### config.mk
export PLATFORM = sky130hd
export DESIGN_NAME = sad_bitserial_top
export DESIGN_NICKNAME = d
export VERILOG_FILES = /design/src/rtl/sad_pkg.sv /design/src/rtl/sad_phase_ctrl.sv /design/src/rtl/sad_lane.sv /design/src/rtl/sad_fa_node.sv /design/src/rtl/sad_bitserial_top.sv
export SDC_FILE = /design/constraint.sdc
export NUM_CORES = 1
export LEC_CHECK = 0
export ABC_AREA = 1
export BUFFER_PORTS_ARGS = -buffer_cell sky130_fd_sc_hd__clkbuf_2
export CAP_MARGIN = 40
export CORE_ASPECT_RATIO = 0.75
export CORE_UTILIZATION = 35
export DETAILED_ROUTE_END_ITERATION = 10
export PLACE_DENSITY = 0.47
export SLEW_MARGIN = 25
export SYNTH_ARGS = -nofsm -noshare
export SYNTH_HDL_FRONTEND = slang
export SYNTH_SLANG_ARGS = --single-unit
### constraint.sdc
create_clock -name clk -period 2.6 [get_ports clk]
set_input_delay 0.52 -clock clk [delete_from_list [all_inputs] [get_ports clk]]
set_output_delay 0.52 -clock clk [all_outputs]
set_load 0.01 [all_outputs]
### src/rtl/sad_pkg.sv
package sad_pkg;

  // Adder-tree depth, which is also the number of extra bits the sum needs.
  function automatic int sad_depth(input int n);
    return $clog2(n * n);
  endfunction

  // Word length carried by every serial path.
  function automatic int sad_width(input int n, input int pix_w);
    return pix_w + sad_depth(n);
  endfunction

  // Cycles from phase 0 of an input word to its result pulse:
  // one word in the difference delay line, one word of shifting out,
  // one register per tree level.
  function automatic int sad_latency(input int n, input int pix_w);
    return 2 * sad_width(n, pix_w) + sad_depth(n);
  endfunction

endpackage

### src/rtl/sad_phase_ctrl.sv
module sad_phase_ctrl #(
  parameter int W     = 14,
  parameter int D     = 6,
  parameter int PIX_W = 8
) (
  input  logic         clk,
  input  logic         rst_n,
  input  logic         frame_i,
  output logic [D-1:0] phase_hit_o,
  output logic         pix_en_o,
  output logic         load_o
);
  localparam int PHW = $clog2(W);

  logic [PHW-1:0] ph_q;
  logic [PHW-1:0] ph;
  logic           wrap;
  logic           run_q;
  logic           misalign;
  logic           tok_in_q;
  logic           tok_abs_q;
  logic           tok_tree_q;

  assign wrap     = (ph_q == PHW'(W - 1));
  assign ph       = (frame_i || wrap) ? '0 : ph_q + PHW'(1);
  assign misalign = frame_i && run_q && !wrap;
  assign pix_en_o = (ph < PHW'(PIX_W));

  // Phase decode: level l of the pipeline starts its word in phase l.
  for (genvar l = 0; l < D; l++) begin : g_hit
    assign phase_hit_o[l] = (ph == PHW'(l));
  end

  // The last root bit of a scored word arrives in phase D-1.
  assign load_o = phase_hit_o[D-1] && tok_tree_q;

  always_ff @(posedge clk or negedge rst_n) begin
    if (!rst_n) begin
      ph_q       <= PHW'(W - 1);
      run_q      <= 1'b0;
      tok_in_q   <= 1'b0;
      tok_abs_q  <= 1'b0;
      tok_tree_q <= 1'b0;
    end else begin
      ph_q  <= ph;
      run_q <= run_q || frame_i;
      if (misalign) begin
        tok_in_q   <= 1'b1;
        tok_abs_q  <= 1'b0;
        tok_tree_q <= 1'b0;
      end else if (ph == '0) begin
        tok_in_q   <= run_q || frame_i;
        tok_abs_q  <= tok_in_q;
        tok_tree_q <= tok_abs_q;
      end
    end
  end
endmodule

### src/rtl/sad_lane.sv
module sad_lane #(
  parameter int W = 14
) (
  input  logic clk,
  input  logic rst_n,
  input  logic start_i,
  input  logic pix_en_i,
  input  logic ref_i,
  input  logic cand_i,
  output logic mag_o
);
  logic         a_bit;
  logic         nb_bit;
  logic         cin;
  logic         diff;
  logic         carry_q;
  logic [W-1:0] dly_q;
  logic         sign_q;
  logic         sign_e;
  logic         seen_q;
  logic         seen_e;

  // ref - cand as ref + ~cand + 1, upper phases forced to zero.
  assign a_bit  = ref_i & pix_en_i;
  assign nb_bit = ~(cand_i & pix_en_i);
  assign cin    = start_i ? 1'b1 : carry_q;
  assign diff   = a_bit ^ nb_bit ^ cin;

  // The delay line's oldest bit is bit 0 of the previous word while
  // its newest holds that word's sign, both present in phase 0.
  assign sign_e = start_i ? dly_q[W-1] : sign_q;
  assign seen_e = start_i ? 1'b0 : seen_q;
  // Serial negation: copy bits up to the first one, invert after it.
  assign mag_o  = dly_q[0] ^ (sign_e & seen_e);

  always_ff @(posedge clk or negedge rst_n) begin
    if (!rst_n) begin
      carry_q <= 1'b0;
      dly_q   <= '0;
      sign_q  <= 1'b0;
      seen_q  <= 1'b0;
    end else begin
      carry_q <= (a_bit & nb_bit) | (a_bit & cin) | (nb_bit & cin);
      dly_q   <= {diff, dly_q[W-1:1]};
      sign_q  <= sign_e;
      seen_q  <= seen_e | dly_q[0];
    end
  end
endmodule

### src/rtl/sad_fa_node.sv
module sad_fa_node (
  input  logic clk,
  input  logic rst_n,
  input  logic clr_i,
  input  logic x_i,
  input  logic y_i,
  output logic sum_o
);
  logic carry_q;
  logic cin;

  assign cin = clr_i ? 1'b0 : carry_q;

  always_ff @(posedge clk or negedge rst_n) begin
    if (!rst_n) begin
      carry_q <= 1'b0;
      sum_o   <= 1'b0;
    end else begin
      carry_q <= (x_i & y_i) | (x_i & cin) | (y_i & cin);
      sum_o   <= x_i ^ y_i ^ cin;
    end
  end
endmodule

### src/rtl/sad_bitserial_top.sv
module sad_bitserial_top
  import sad_pkg::*;
#(
  parameter  int N     = 8,
  parameter  int PIX_W = 8,
  localparam int LANES = N * N,
  localparam int W     = sad_width(N, PIX_W)
) (
  input  logic             clk,
  input  logic             rst_n,
  input  logic             frame_i,
  input  logic [LANES-1:0] ref_bits_i,
  input  logic [LANES-1:0] cand_bits_i,
  output logic [W-1:0]     sad_o,
  output logic             sad_valid_o
);
  localparam int D = sad_depth(N);
  localparam int P = 1 << D;

  logic [D-1:0]     hit;
  logic             pix_en;
  logic             load;
  logic [LANES-1:0] mag;
  logic [2*P-1:1]   tree;
  logic [W-1:0]     acc_q;

  sad_phase_ctrl #(.W(W), .D(D), .PIX_W(PIX_W)) u_ctrl (
    .clk        (clk),
    .rst_n      (rst_n),
    .frame_i    (frame_i),
    .phase_hit_o(hit),
    .pix_en_o   (pix_en),
    .load_o     (load)
  );

  for (genvar i = 0; i < LANES; i++) begin : g_lane
    sad_lane #(.W(W)) u_lane (
      .clk     (clk),
      .rst_n   (rst_n),
      .start_i (hit[0]),
      .pix_en_i(pix_en),
      .ref_i   (ref_bits_i[i]),
      .cand_i  (cand_bits_i[i]),
      .mag_o   (mag[i])
    );
  end

  // Heap-ordered tree: leaves at P..2P-1, padded with zeros.
  for (genvar i = 0; i < P; i++) begin : g_leaf
    if (i < LANES) begin : g_used
      assign tree[P+i] = mag[i];
    end else begin : g_pad
      assign tree[P+i] = 1'b0;
    end
  end

  for (genvar i = 1; i < P; i++) begin : g_node
    localparam int LVL = D - ($clog2(i + 1) - 1);
    sad_fa_node u_fa (
      .clk  (clk),
      .rst_n(rst_n),
      .clr_i(hit[LVL-1]),
      .x_i  (tree[2*i]),
      .y_i  (tree[2*i+1]),
      .sum_o(tree[i])
    );
  end

  always_ff @(posedge clk or negedge rst_n) begin
    if (!rst_n) begin
      acc_q       <= '0;
      sad_o       <= '0;
      sad_valid_o <= 1'b0;
    end else begin
      acc_q       <= {tree[1], acc_q[W-1:1]};
      sad_valid_o <= load;
      if (load) begin
        sad_o <= {tree[1], acc_q[W-1:1]};
      end
    end
  end
endmodule

==> results.ini <==
[detailed_routing]
drt-total-wl_um=64900
route.detailed.drc=0
vias_per_cell=4.13
ant_nets=0
drt_iter0_drc=1003
first_pass_iters=5
vias=18600
wl_per_cell_um=14.5

[sta]
period_share=0.996
tns_ns=0
drv_slew=0
final-setup-viol-count=0
maxSlewHeadroom=0.585
skew_ns=0.0287
fin_crit_ns=2.59
fmax_mhz=386
rsz0062_at_grt=yes
hold_viol=0
worstMarginPinSlew_ns=0.622

[synth]
ys_seq_elements=1250
synth_cell_types=24
yosysMostFrequentCell=dfrtp_1
netlist_instances=2641
synth_top_area_frac=0.798
syn_area_per_cell_sq_um=14.8
yosysTopAreaCell=dfrtp_1
synth-edff-count=0
synth_commonest_cells=dfrtp_1, nand2_1, inv_1, fa_1, nand3_1
ys_top_cells_by_area=dfrtp_1, fa_1, nand2_1
async_flop_share=1.00
ys_seq_area_frac=0.800
netlist_area_sq_um=39100
yosys_warnings=0
syn-num-nets=2901
synthFlopType=dfrtp_1

[critical_path]
reg2reg_setup_slack_ns=0.01
reg2reg_depth=12
max_stage_delay_ns=0.60
critical_path.max_fanout=8
end_kind=register
worstPathRequired_ns=3.16
crit_type=reg -> reg
start_kind=register
worst-path-buf-inv=4
r2r-end=g_node[40].u_fa.sum_o
crit_path_top_delay_cell=dfstp_2
crit_family=simple AND/OR/NAND/NOR gates
worstReg2RegStart=u_ctrl.ph_q[0]
arrival_ns=3.14
crit_chain=ha_4 > nand3_2 > nand2_4 > inv_2 > nand2_4 > nand3_4 > buf_12 > buf_16 > buf_12 > nand4_1 > nand2_2 > fa_1

[power]
peakVddDrop_mv=0.537
leakagePower_nw=22.8
p_per_area_nw_per_um2=1020

[global_routing]
grt_usage=0.121
grt_overflow=0
grt_max_degree=119
grtUsageMet1=0.177
top_usage_layer=met2
gr-usage-met3=0.0274
antenna_found_initial=2
grt_pass1_vias=20600
grt_first_pass_wirelength_um=110000
use_met2=0.182

[layout]
n_antenna_cell=0
final_area_sq_um=46900
fin_nets=3212
multiInputGateArea_sq_um=6520
drive_gt1_frac=0.180
regArea_sq_um=31300
fill_cells=9859
syn_to_final_growth_pct=20.0

[job]
max-cap-violations=0

[floorplan]
core.rowCount=105
die_x_um=388
ioPinCount=146
core_sq_um=110000
die_h_um=292
initial_core_util=0.355
die-area_sq_um=113000

[placed_design]
portBuffers=145
hpwl_um=40600
dpl_cell_area_sq_um=42400
routabilityCongestion=0.747

[cts]
cts_made_buffers=115
clock-sinks=1250
cts_max_level=3
clk_pin_slew_ns=0.06
clockBufferDepth=3
worstSkewPairLatency_ns=0.70
ctsRootBufferMaster=clkbuf_16
cts_tree=done

[status]
status=completed

[worst_hold_path]
whs_endpoint=g_lane[19].u_lane.dly_q[13]
hold_class=in -> reg
min-delay-start=cand_bits_i[19]
holdPathStages=3

-- worst max path at each step --
| stage | startpoint | end | slack, ns | cells past startpoint |
|---|---|---|---|---|
| finish | u_ctrl.ph_q[0] | g_node[40].u_fa.sum_o | 0.01 | 12 |
| floorplan | u_ctrl.ph_q[0] | g_lane[17].u_lane.dly_q[13] | 0.28 | 9 |
| detailed placement | u_ctrl.ph_q[0] | g_node[56].u_fa.sum_o | -0.04 | 10 |
| global route | u_ctrl.ph_q[0] | g_node[40].u_fa.sum_o | -0.09 | 12 |
| CTS | u_ctrl.ph_q[1] | g_node[50].u_fa.sum_o | -0.03 | 11 |
| global placement | u_ctrl.ph_q[0] | g_node[59].u_fa.sum_o | 0.08 | 10 |
-- layout by cell type (no fill, tap or decap) --
| master | synthesis | final |
|---|---|---|
| nand4_1 | 67 | 67 |
| nor2_1 | 67 | 67 |
| nand2_4 | 0 | 3 |
| inv_1 | 292 | 289 |
| clkbuf_2 | 5 | 144 |
| nor2_2 | 1 | 1 |
| clkbuf_8 | 0 | 29 |
| buf_4 | 3 | 65 |
| buf_8 | 0 | 3 |
| inv_4 | 0 | 1 |
| nand3_2 | 2 | 7 |
| buf_16 | 0 | 3 |
| clkinv_2 | 0 | 20 |
| nand3_1 | 68 | 62 |
| ha_4 | 0 | 1 |
| buf_6 | 2 | 3 |
| dfrtp_1 | 1247 | 1247 |
| nand2_1 | 626 | 613 |
| or2_2 | 64 | 64 |
| nor3_1 | 1 | 1 |
| fa_1 | 127 | 127 |
| bufinv_16 | 0 | 13 |
| dlygate4sd3_1 | 0 | 2 |
| clkinv_4 | 0 | 5 |
| clkinv_16 | 0 | 2 |
| ha_2 | 0 | 1 |
| xor2_2 | 0 | 1 |
| buf_12 | 0 | 32 |
| clkbuf_1 | 9 | 21 |
| dfstp_2 | 3 | 3 |
| inv_6 | 0 | 4 |
| o211ai_1 | 1 | 1 |
| inv_2 | 3 | 3 |
| nand3_4 | 0 | 1 |
| clkinvlp_4 | 0 | 4 |
| clkbuf_16 | 0 | 122 |
| o21ai_0 | 3 | 3 |
| nand2_2 | 3 | 13 |
-- metrics by stage --
stage / total power, mW / hold WS [ns] / std cells / utilization / worst slack [ns]
floorplan: 28.0 / 0.224 / 2641 / - / 0.285
global placement: 30.1 / 0.331 / 4254 / 0.385 / 0.0760
detailed placement: 30.5 / 0.335 / 4254 / 0.385 / -0.0450
CTS: 48.5 / 0.0920 / 4474 / 0.423 / -0.0316
global route: 50.6 / 0.110 / 4492 / 0.426 / -0.0871
finish: 47.6 / 0.162 / 4492 / 0.426 / 0.0117
-- per-layer routing --
layer | wire length (um) | share of wire | vias up
met5 | 0 | 0 | -
met1 | 32000 | 0.49 | 9643
met3 | 2440 | 0.038 | 117
met4 | 1490 | 0.023 | 0
li1 | - | - | 8564
met2 | 29000 | 0.45 | 246
-- timing repair --
item	in CTS	in global routing
resized for setup	0	43
endpoints found under the hold margin	47	0
setup buffers	4	13
hold buffers	2	0
setup endpoints to repair	28	136
pin swaps	0	24
cloned	1	5
-- state kept, by name (all words and copies together), names as in the netlist --
register               flops
acc_q                     13
g_lane.u_lane.carry_q     64
g_lane.u_lane.dly_q      896
g_lane.u_lane.seen_q      64
g_lane.u_lane.sign_q      64
g_node.u_fa.carry_q       63
g_node.u_fa.sum_o         63
sad_o                     14
sad_valid_o                1
u_ctrl.ph_q                4
u_ctrl.run_q               1
u_ctrl.tok_abs_q           1
u_ctrl.tok_in_q            1
u_ctrl.tok_tree_q          1
-- report_power, final --
group | switching [mW] | leakage, nW | internal (mW) | total (mW)
clock network | 7.12 | 1.99 | 10.4 | 17.5
logic | 2.89 | 6.29 | 1.85 | 4.75
registers | 1.67 | 14.6 | 23.7 | 25.4
-- cell type report --
class / instances / share of cell area
inverters: 295 / 0.0238
well taps: 1444 / 0.0385
clock inverters: 46 / 0.0138
clock buffers: 167 / 0.0726
flip-flops and latches: 1250 / 0.667
repair buffers: 257 / 0.0459
multi-input cells: 1033 / 0.139
-- cell families after synthesis --
family          count (synthesis)  share of synthesized area
fa+ha+maj                     129                     0.0656
simple gates                  899                     0.0974
flops                        1250                      0.800
compound gates                  4                   0.000576
xor+xnor                        1                   0.000224
buf+inv                       358                     0.0363
-- worst min-delay path: cells and delay by family --
| kind | cells | cell delay, ns |
|---|---|---|
| buf+inv | 1 | 0.08 |
| fa+ha+maj | 1 | 0.15 |
| simple gates | 1 | 0.08 |
No activity file was read; power rests on OpenSTA's default activity.
